[config.mk]
export PLATFORM = sky130hd
export DESIGN_NAME = pasid_ctx_walker
export DESIGN_NICKNAME = d
export VERILOG_FILES = /design/src/rtl/pctx_pkg.sv /design/src/rtl/pctx_addr.sv /design/src/rtl/pctx_leaf_decode.sv /design/src/rtl/pasid_ctx_walker.sv
export SDC_FILE = /design/constraint.sdc
export NUM_CORES = 1
export LEC_CHECK = 0
export BUFFER_PORTS_ARGS = -buffer_cell sky130_fd_sc_hd__buf_2
export CAP_MARGIN = 40
export CORE_ASPECT_RATIO = 1.1
export CORE_MARGIN = 2
export CORE_UTILIZATION = 44
export CTS_CLUSTER_SIZE = 8
export DETAILED_ROUTE_END_ITERATION = 8
export GPL_ROUTABILITY_DRIVEN = 0
export PLACE_DENSITY = 0.77
export SETUP_SLACK_MARGIN = 0.5
export SLEW_MARGIN = 40
export SYNTH_ARGS = -nofsm -noshare
export SYNTH_HDL_FRONTEND = slang
export SYNTH_SLANG_ARGS = --single-unit
[constraint.sdc]
create_clock -name clk -period 3.3 [get_ports clk]
set_input_delay 0.33 -clock clk [delete_from_list [all_inputs] [get_ports clk]]
set_output_delay 0.33 -clock clk [all_outputs]
set_load 0.05 [all_outputs]
[src/rtl/pctx_pkg.sv]
package pctx_pkg;

    typedef enum logic [2:0] {
        ST_IDLE,
        ST_CTX_RD,
        ST_CTX_WT,
        ST_DIR_RD,
        ST_DIR_WT,
        ST_LEAF_RD,
        ST_LEAF_WT,
        ST_DONE
    } walk_state_e;

    typedef enum logic [2:0] {
        FLT_NONE = 3'd0,
        FLT_CTX  = 3'd1,
        FLT_DIR  = 3'd2,
        FLT_LEAF = 3'd3,
        FLT_MODE = 3'd4
    } walk_fault_e;

    typedef enum logic [1:0] {
        MODE_OFF    = 2'd0,
        MODE_FIRST  = 2'd1,
        MODE_SECOND = 2'd2,
        MODE_NESTED = 2'd3
    } xlat_mode_e;

    // Entry field positions shared by all three tables
    localparam int PRESENT_BIT  = 0;
    localparam int FL_EN_BIT    = 1;
    localparam int SL_EN_BIT    = 2;
    localparam int PAGE_LSB     = 12;
    localparam int HIGH_FLD_LSB = 44;

endpackage

[src/rtl/pctx_addr.sv]
// Forms the byte address of an entry: page-aligned base plus index times entry size.
module pctx_addr #(
    parameter int ADDR_W   = 32,
    parameter int IDX_W    = 16,
    parameter int ENT_LOG2 = 3
) (
    input  logic [ADDR_W-1:0] base_i,
    input  logic [IDX_W-1:0]  idx_i,
    output logic [ADDR_W-1:0] addr_o
);
    localparam int PAD_W = ADDR_W - IDX_W;

    logic [ADDR_W-1:0] page_base;
    logic [ADDR_W-1:0] offset;

    always_comb begin
        page_base = {base_i[ADDR_W-1:12], 12'b0};
        offset    = {{PAD_W{1'b0}}, idx_i} << ENT_LOG2;
        addr_o    = page_base + offset;
    end
endmodule

[src/rtl/pctx_leaf_decode.sv]
// Turns a leaf PASID entry and the capability inputs into a mode or a fault.
module pctx_leaf_decode
    import pctx_pkg::*;
#(
    parameter int ADDR_W = 32
) (
    input  logic [63:0]       entry_i,
    input  logic              cap_fl_i,
    input  logic              cap_sl_i,
    output walk_fault_e       fault_o,
    output xlat_mode_e        mode_o,
    output logic [ADDR_W-1:0] fl_ptr_o,
    output logic [ADDR_W-1:0] sl_ptr_o
);
    localparam int PG_W = ADDR_W - 12;

    logic fl_en;
    logic sl_en;
    logic bad_level;

    always_comb begin
        fl_en     = entry_i[FL_EN_BIT];
        sl_en     = entry_i[SL_EN_BIT];
        bad_level = (!fl_en && !sl_en) || (fl_en && !cap_fl_i) || (sl_en && !cap_sl_i);
        fault_o   = FLT_NONE;
        mode_o    = MODE_OFF;
        fl_ptr_o  = '0;
        sl_ptr_o  = '0;
        if (!entry_i[PRESENT_BIT]) begin
            fault_o = FLT_LEAF;
        end else if (bad_level) begin
            fault_o = FLT_MODE;
        end else begin
            mode_o = xlat_mode_e'({sl_en, fl_en});
            if (fl_en) fl_ptr_o = {entry_i[PAGE_LSB +: PG_W], 12'b0};
            if (sl_en) sl_ptr_o = {entry_i[HIGH_FLD_LSB +: PG_W], 12'b0};
        end
    end
endmodule

[src/rtl/pasid_ctx_walker.sv]
module pasid_ctx_walker
    import pctx_pkg::*;
#(
    parameter int ADDR_W     = 32,
    parameter int RID_W      = 16,
    parameter int PASID_W    = 20,
    parameter int LEAF_IDX_W = 6,
    parameter int ENT_LOG2   = 3
) (
    input  logic               clk,
    input  logic               rst_n,
    input  logic [ADDR_W-1:0]  root_base,
    input  logic               cap_fl,
    input  logic               cap_sl,
    input  logic               req_valid,
    output logic               req_ready,
    input  logic [RID_W-1:0]   req_rid,
    input  logic               req_has_pasid,
    input  logic [PASID_W-1:0] req_pasid,
    output logic               mem_req_valid,
    input  logic               mem_req_ready,
    output logic [ADDR_W-1:0]  mem_req_addr,
    input  logic               mem_rsp_valid,
    input  logic [63:0]        mem_rsp_data,
    output logic               res_valid,
    output logic [2:0]         res_fault,
    output logic [PASID_W-1:0] res_pasid,
    output logic [ADDR_W-1:0]  res_fl_ptr,
    output logic [ADDR_W-1:0]  res_sl_ptr,
    output logic [1:0]         res_mode
);
    localparam int DIR_IDX_W = PASID_W - LEAF_IDX_W;
    localparam int PG_W      = ADDR_W - 12;
    localparam int IDX_W     = (RID_W > DIR_IDX_W) ? RID_W : DIR_IDX_W;

    walk_state_e       state_q, state_d;
    logic [RID_W-1:0]  rid_q;
    logic              has_pasid_q;
    logic [PASID_W-1:0] pasid_q;
    logic [PG_W-1:0]   dir_pg_q;
    logic [PG_W-1:0]   leaf_pg_q;
    walk_fault_e       fault_q;
    xlat_mode_e        mode_q;
    logic [ADDR_W-1:0] fl_q;
    logic [ADDR_W-1:0] sl_q;

    logic [ADDR_W-1:0] tbl_base;
    logic [IDX_W-1:0]  tbl_idx;
    logic              entry_present;

    walk_fault_e       dec_fault;
    xlat_mode_e        dec_mode;
    logic [ADDR_W-1:0] dec_fl;
    logic [ADDR_W-1:0] dec_sl;

    assign entry_present = mem_rsp_data[PRESENT_BIT];

    // Table base and index for the level being read
    always_comb begin
        tbl_base = root_base;
        tbl_idx  = IDX_W'(rid_q);
        unique case (state_q)
            ST_DIR_RD: begin
                tbl_base = {dir_pg_q, 12'b0};
                tbl_idx  = IDX_W'(pasid_q[PASID_W-1:LEAF_IDX_W]);
            end
            ST_LEAF_RD: begin
                tbl_base = {leaf_pg_q, 12'b0};
                tbl_idx  = IDX_W'(pasid_q[LEAF_IDX_W-1:0]);
            end
            default: begin
                tbl_base = root_base;
                tbl_idx  = IDX_W'(rid_q);
            end
        endcase
    end

    pctx_addr #(
        .ADDR_W  (ADDR_W),
        .IDX_W   (IDX_W),
        .ENT_LOG2(ENT_LOG2)
    ) i_addr (
        .base_i(tbl_base),
        .idx_i (tbl_idx),
        .addr_o(mem_req_addr)
    );

    pctx_leaf_decode #(
        .ADDR_W(ADDR_W)
    ) i_leaf_dec (
        .entry_i (mem_rsp_data),
        .cap_fl_i(cap_fl),
        .cap_sl_i(cap_sl),
        .fault_o (dec_fault),
        .mode_o  (dec_mode),
        .fl_ptr_o(dec_fl),
        .sl_ptr_o(dec_sl)
    );

    // State register
    always_ff @(posedge clk or negedge rst_n) begin
        if (!rst_n) state_q <= ST_IDLE;
        else        state_q <= state_d;
    end

    // Next-state logic
    always_comb begin
        state_d = state_q;
        unique case (state_q)
            ST_IDLE:    if (req_valid)     state_d = ST_CTX_RD;
            ST_CTX_RD:  if (mem_req_ready) state_d = ST_CTX_WT;
            ST_CTX_WT:  if (mem_rsp_valid) state_d = entry_present ? ST_DIR_RD : ST_DONE;
            ST_DIR_RD:  if (mem_req_ready) state_d = ST_DIR_WT;
            ST_DIR_WT:  if (mem_rsp_valid) state_d = entry_present ? ST_LEAF_RD : ST_DONE;
            ST_LEAF_RD: if (mem_req_ready) state_d = ST_LEAF_WT;
            ST_LEAF_WT: if (mem_rsp_valid) state_d = ST_DONE;
            ST_DONE:                       state_d = ST_IDLE;
            default:                       state_d = ST_IDLE;
        endcase
    end

    // Outputs decoded from the state
    always_comb begin
        req_ready     = (state_q == ST_IDLE);
        mem_req_valid = (state_q == ST_CTX_RD) || (state_q == ST_DIR_RD) ||
                        (state_q == ST_LEAF_RD);
        res_valid     = (state_q == ST_DONE);
        res_fault     = fault_q;
        res_mode      = mode_q;
        res_pasid     = pasid_q;
        res_fl_ptr    = fl_q;
        res_sl_ptr    = sl_q;
    end

    // Walk datapath
    always_ff @(posedge clk or negedge rst_n) begin
        if (!rst_n) begin
            rid_q       <= '0;
            has_pasid_q <= 1'b0;
            pasid_q     <= '0;
            dir_pg_q    <= '0;
            leaf_pg_q   <= '0;
            fault_q     <= FLT_NONE;
            mode_q      <= MODE_OFF;
            fl_q        <= '0;
            sl_q        <= '0;
        end else begin
            unique case (state_q)
                ST_IDLE: if (req_valid) begin
                    rid_q       <= req_rid;
                    has_pasid_q <= req_has_pasid;
                    pasid_q     <= req_pasid;
                    fault_q     <= FLT_NONE;
                    mode_q      <= MODE_OFF;
                    fl_q        <= '0;
                    sl_q        <= '0;
                end
                ST_CTX_WT: if (mem_rsp_valid) begin
                    if (entry_present) begin
                        dir_pg_q <= mem_rsp_data[PAGE_LSB +: PG_W];
                        if (!has_pasid_q) pasid_q <= mem_rsp_data[HIGH_FLD_LSB +: PASID_W];
                    end else begin
                        fault_q <= FLT_CTX;
                    end
                end
                ST_DIR_WT: if (mem_rsp_valid) begin
                    if (entry_present) leaf_pg_q <= mem_rsp_data[PAGE_LSB +: PG_W];
                    else               fault_q   <= FLT_DIR;
                end
                ST_LEAF_WT: if (mem_rsp_valid) begin
                    fault_q <= dec_fault;
                    mode_q  <= dec_mode;
                    fl_q    <= dec_fl;
                    sl_q    <= dec_sl;
                end
                default: ;
            endcase
        end
    end

    AST_BUSY_AFTER_ACCEPT: assert property (@(posedge clk) disable iff (!rst_n)
        req_valid && req_ready |=> !req_ready);
    AST_RESULT_PULSE: assert property (@(posedge clk) disable iff (!rst_n)
        res_valid |=> !res_valid && req_ready);
    AST_READ_HELD: assert property (@(posedge clk) disable iff (!rst_n)
        mem_req_valid && !mem_req_ready |=> mem_req_valid && $stable(mem_req_addr));
    AST_ONE_OUTSTANDING: assert property (@(posedge clk) disable iff (!rst_n)
        mem_rsp_valid |-> !mem_req_valid);
    AST_IDLE_NO_READ: assert property (@(posedge clk) disable iff (!rst_n)
        req_ready |-> !mem_req_valid);
    AST_FAULT_NO_MODE: assert property (@(posedge clk) disable iff (!rst_n)
        res_valid && res_fault != 3'd0 |-> res_mode == 2'd0 && res_fl_ptr == '0 && res_sl_ptr == '0);
    AST_MODE_WITHIN_CAPS: assert property (@(posedge clk) disable iff (!rst_n)
        res_valid && res_fault == 3'd0 |->
            res_mode != 2'd0 && (!res_mode[0] || cap_fl) && (!res_mode[1] || cap_sl));

endmodule

## Word-level counts from Yosys, hierarchy flattened

Index checks and enable logic that the tools add are counted.

- Logic and storage cells: 93
- Input bits: 140
- Output and inout port bits: 124
- Flip-flop bits (word level): 149

- Eq/ne operators: 18
- $add $sub $neg: 1
- Mux-type cells: 42
- Reductions and logical operators: 22

Operator list:

| operator | count |
|---|---|
| $mux 32 | 9 |
| $pmux 32 s2 | 3 |
| $mux 20 | 4 |
| $mux 3 | 16 |
| $pmux 20 s2 | 1 |
| $add 32x19->32 | 1 |
| $pmux 16 s2 | 1 |
| $pmux 3 s8 | 1 |
| $ne 2x2->1 const B | 11 |
| $reduce_and 7->1 | 2 |
| $eq 3x3->1 const B | 4 |
| $pmux 3 s4 | 1 |
| $mux 2 | 5 |
| $reduce_and 3->1 | 3 |
| $eq 3x2->1 const B | 2 |
| $reduce_and 5->1 | 1 |
| $logic_not 1->1 | 4 |
| $logic_or 1x1->1 | 4 |
| $pmux 2 s2 | 1 |
| $reduce_bool 2->1 | 2 |
| $reduce_bool 4->1 | 1 |
| $eq 3x1->1 const B | 1 |
| $logic_and 1x1->1 | 3 |
| $logic_not 3->1 | 1 |
| $reduce_and 2->1 | 1 |

## Logic depth before layout (Yosys ltp)

- Word-level depth: 8
- Mapped depth: 17
- Gate-level depth less buffers: 14

## By module

Synthesis repeated with hierarchy kept, for this count alone.

- Cell total of the unflattened synthesis: 978
- Area, all modules: 9238.9 µm²

Modules (own cells, without submodules):

| module | area an instance (µm²) | instances | cells an instance | seq. area each (µm²) |
|---|---|---|---|---|
| pasid_ctx_walker | 7693.6 | 1 | 811 | 3728.6 |
| pctx_leaf_decode | 932.1 | 1 | 87 | 0.0 |
| pctx_addr | 613.1 | 1 | 80 | 0.0 |

## Worst setup path after synthesis

OpenSTA, ideal clock, no wires.

- Path type: reg-to-output
- From: register state_q[0]
- To: output mem_req_addr[30]
- Required time: 2.970 ns
- Arrival time: 3.864 ns
- Cell stages (with the launch flop): 18
- Setup slack: -0.894 ns
- Buffers on the path: 3
- Path through: dfrtp_1 buf_2 nand2_1 buf_4 nor2_1 nor2_1 clkbuf_1 nand2_1 nand2_1 ha_1 inv_1 fa_1 nor2b_1 o31a_1 o31ai_1 a211oi_2 nand4_2 xnor2_1

- Word-level cells in the longest chain between the ends: 3
- Elaborated cells on any way between the ends: 5
- Those cells by class: 1 x add/sub; 2 x eq/ne; 2 x mux

RTL lines:

| element | line | text |
|---|---|---|
| from (decl) | pasid_ctx_walker.sv:36 | `walk_state_e state_q, state_d;` |
| from (signal assigned) | pasid_ctx_walker.sv:103 | `else state_q <= state_d;` |
| $eq 3x3->1 or $eq 3x2->1 (tied branches) | pasid_ctx_walker.sv:62 | `unique case (state_q)` |
| $pmux 32 s2 or $pmux 16 s2 (tied branches) | pasid_ctx_walker.sv:62 |  |
| $add 32x19->32 * | pctx_addr.sv:19 | `addr_o = page_base + offset;` |
| to (decl) | pasid_ctx_walker.sv:22 | `output logic [ADDR_W-1:0] mem_req_addr,` |

Every way passes the cells marked *; elsewhere a longest branch is shown, timed or not.

## Worst setup path after layout

Same ends and word-level chain as after synthesis.

==> results.ini <==
[outcome]
status=finished with violations
violations=negative setup slack

[timing]
rsz0062_at_grt=yes
hold_viol=0
max_freq_mhz=262
tns_ns=-5.82
fin_ws_ns=-0.512
setup_viol=15
min_period_ns=3.81
final-max-slew-violation-count=0
max_slew_margin_pct=53.8
worstMarginPinSlew_ns=0.693
fin_skew_ns=0.00650
fin_crit_sh_pct=116

[synthesis]
syn_area_per_cell_um2=11.2
synth_edf_count=0
synthArstFlopShare_pct=100
syn_inst=574
syn-cell-area_um2=6410
synth_top_family_by_area=compound AO/OA/AOI/OAI gates
ys_top_cells_by_area=dfrtp_1, mux2_2, a22o_1, buf_4, mux2i_1
ys_ff_latch=125
synthAdderAreaFrac_pct=1.68
synth.top_cell.area_share_pct=48.8
synth_ff_type=dfrtp_1
synth-simple-area-share_pct=8.41
ys_warn_count=0
synth.area.mux_share_pct=13.5
synth-xor-area-share_pct=2.32
yosysTopAreaCell=dfrtp_1
yosysSeqAreaShare_pct=48.8
synth-compound-area-share_pct=17.9
yosysUniqueCellTypes=53

[worst_hold_path]
hold_depth=2
worstHoldPathType=input port to flop

[place]
dpl.hpwl_um=13000
place_ws_ns=-0.166
dpl-instance-area_um2=8100
port_buffers=203

[floorplan]
initial_core_util_pct=44.7
dieArea_um2=15600
rows=46
die_w_um=119
core_area_um2=14300
ios=264
die_h_um=131

[worst_setup_path]
crit_required_ns=2.97
cp_max_fo=6
critPathKind=flop to output port
r2r_slack_ns=0.92
cp-startpoint=state_q[0]
worstSetupEndpointType=output port
cp-start-kind=flop
crit_end=mem_req_addr[30]
cp.arrival_ns=3.48
rr_worst_depth=6
crit-reg2reg-launch=state_q[2]
reg2reg_to=res_fl_ptr[16]

[finish]
fill_cells=1170
area_growth_syn_to_layout_pct=40.6
layout.nets=955
drive_above_1_share_pct=48.9
utilization_pct=62.9
final_cell_mix=buf_2, dfrtp_1, mux2_2
design_area_um2=9020
layout_commonest_cell=buf_2

[global_routing]
grt_max_degree=68
antenna_found_initial=3
top_usage_layer=met2
grt_pass1_vias=5352
grt_use_met2_pct=41.3
grt_pass1_wl_um=28100
grt_usage_pct=23.6
gr-total-overflow=0
grt_use_met1_pct=28.1
met3_usage_pct=6.86

[clock_network]
cts_tree=built
cts_root_buf=clkbuf_16
cts_buffers=17
clockBufferDepth=2
cts.htree.levels=4
clkLatencyLatePin_ns=0.42
clk_pin_slew_worst_paths_ns=0.06
cts_sinks=125

[detailed_routing]
drt_first_pass_iters=6
vias=5383
drtAntennaViolNets=0
wl_um=18200
vias_per_cell=5.31
wire_per_inst_um=17.9
drc=0
first_iter_violations=298

[run]
cap_violations=0

[sequential cells by signal, summed over array words and instances (netlist names)]
| register | count |
|---|---|
| dir_pg_q | 20 |
| leaf_pg_q | 20 |
| res_fl_ptr | 20 |
| res_pasid | 20 |
| res_sl_ptr | 20 |
| rid_q | 16 |
| res_fault | 3 |
| state_q | 3 |
| res_mode | 2 |
| has_pasid_q | 1 |
[worst min-delay path by stage]
stage / end / slack [ns] / start
detailed placement: res_fl_ptr[28] / 0.46 / rst_n
CTS: res_fl_ptr[25] / 0.02 / rst_n
global placement: res_fl_ptr[27] / 0.46 / rst_n
finish: rid_q[5] / 0.14 / req_rid[5]
global route: res_sl_ptr[28] / 0.13 / mem_rsp_data[60]
floorplan: dir_pg_q[0] / 0.03 / rst_n
[worst max-delay path: stages (launching register included)]
cell	delay, ns
dfrtp_1	0.42
nand2_2	0.10
nor2_4	0.24
buf_6	0.13
a22oi_2	0.07
nand2_1	0.07
ha_2	0.19
inv_2	0.04
fa_2	0.36
nor2b_4	0.13
o31a_1	0.22
o31ai_4	0.09
a211oi_2	0.30
buf_4	0.21
nand4_4	0.14
xnor2_4	0.18
buf_6	0.17
[stage by stage]
| stage | cells | hold slack (ns) |
|---|---|---|
| 5_1_grt | 1013 | 0.134 |
| 3_3_place_gp | 971 | 0.456 |
| 3_5_place_dp | 971 | 0.460 |
| 2_1_floorplan | 600 | 0.0344 |
| 4_1_cts | 1007 | 0.0171 |
| 6_report | 1014 | 0.144 |
[what timing repair did]
item,CTS,global route
buffers inserted,4,4
pin swaps,10,6
gates resized for setup,43,8
setup endpoints to repair,19,19
endpoints found under the hold margin,0,58
hold buffers,0,1
[cells in the mapped netlist, drive strengths merged (5+ instances only)]
cell type,n
a211o,8
a21oi,19
a22o,50
a22oi,12
and2,5
buf,45
clkbuf,22
dfrtp,125
ha,7
inv,14
mux2,59
mux2i,20
nand2,53
nand3,6
nor2,13
nor3,14
o21ai,28
o221ai,9
o22ai,10
xnor2,10
xor2,7
[cell type report]
cell class | instances | area (um^2) | area share (%)
diodes | 2 | 5.00 | 0.0555
clock buffers | 21 | 480 | 5.33
clock inverters | 11 | 131 | 1.46
inverters | 14 | 52.6 | 0.583
multi-input cells | 394 | 3380 | 37.5
flip-flops and latches | 125 | 3130 | 34.7
well taps | 192 | 240 | 2.66
repair buffers | 255 | 1590 | 17.7
[per-layer routing]
layer	vias up	wire, um
met1	2630	7170
met2	211	9480
met5	-	7
met3	25	1250
li1	2515	-
met4	2	273
[kinds of logic (layout without fill, tap and decap cells)]
group,Yosys count,after routing
XOR/XNOR,17,17
buffers and inverters,81,301
flip-flops,125,125
other,1,29
multiplexers,79,79
AO/OA/AOI/OAI,153,153
AND/OR/NAND/NOR,110,110
adder cells (fa/ha/maj),8,8
Power is left out: the tool's default activity adds up to more than one toggle a clock period on the data nets, which glitch-free logic cannot reach.
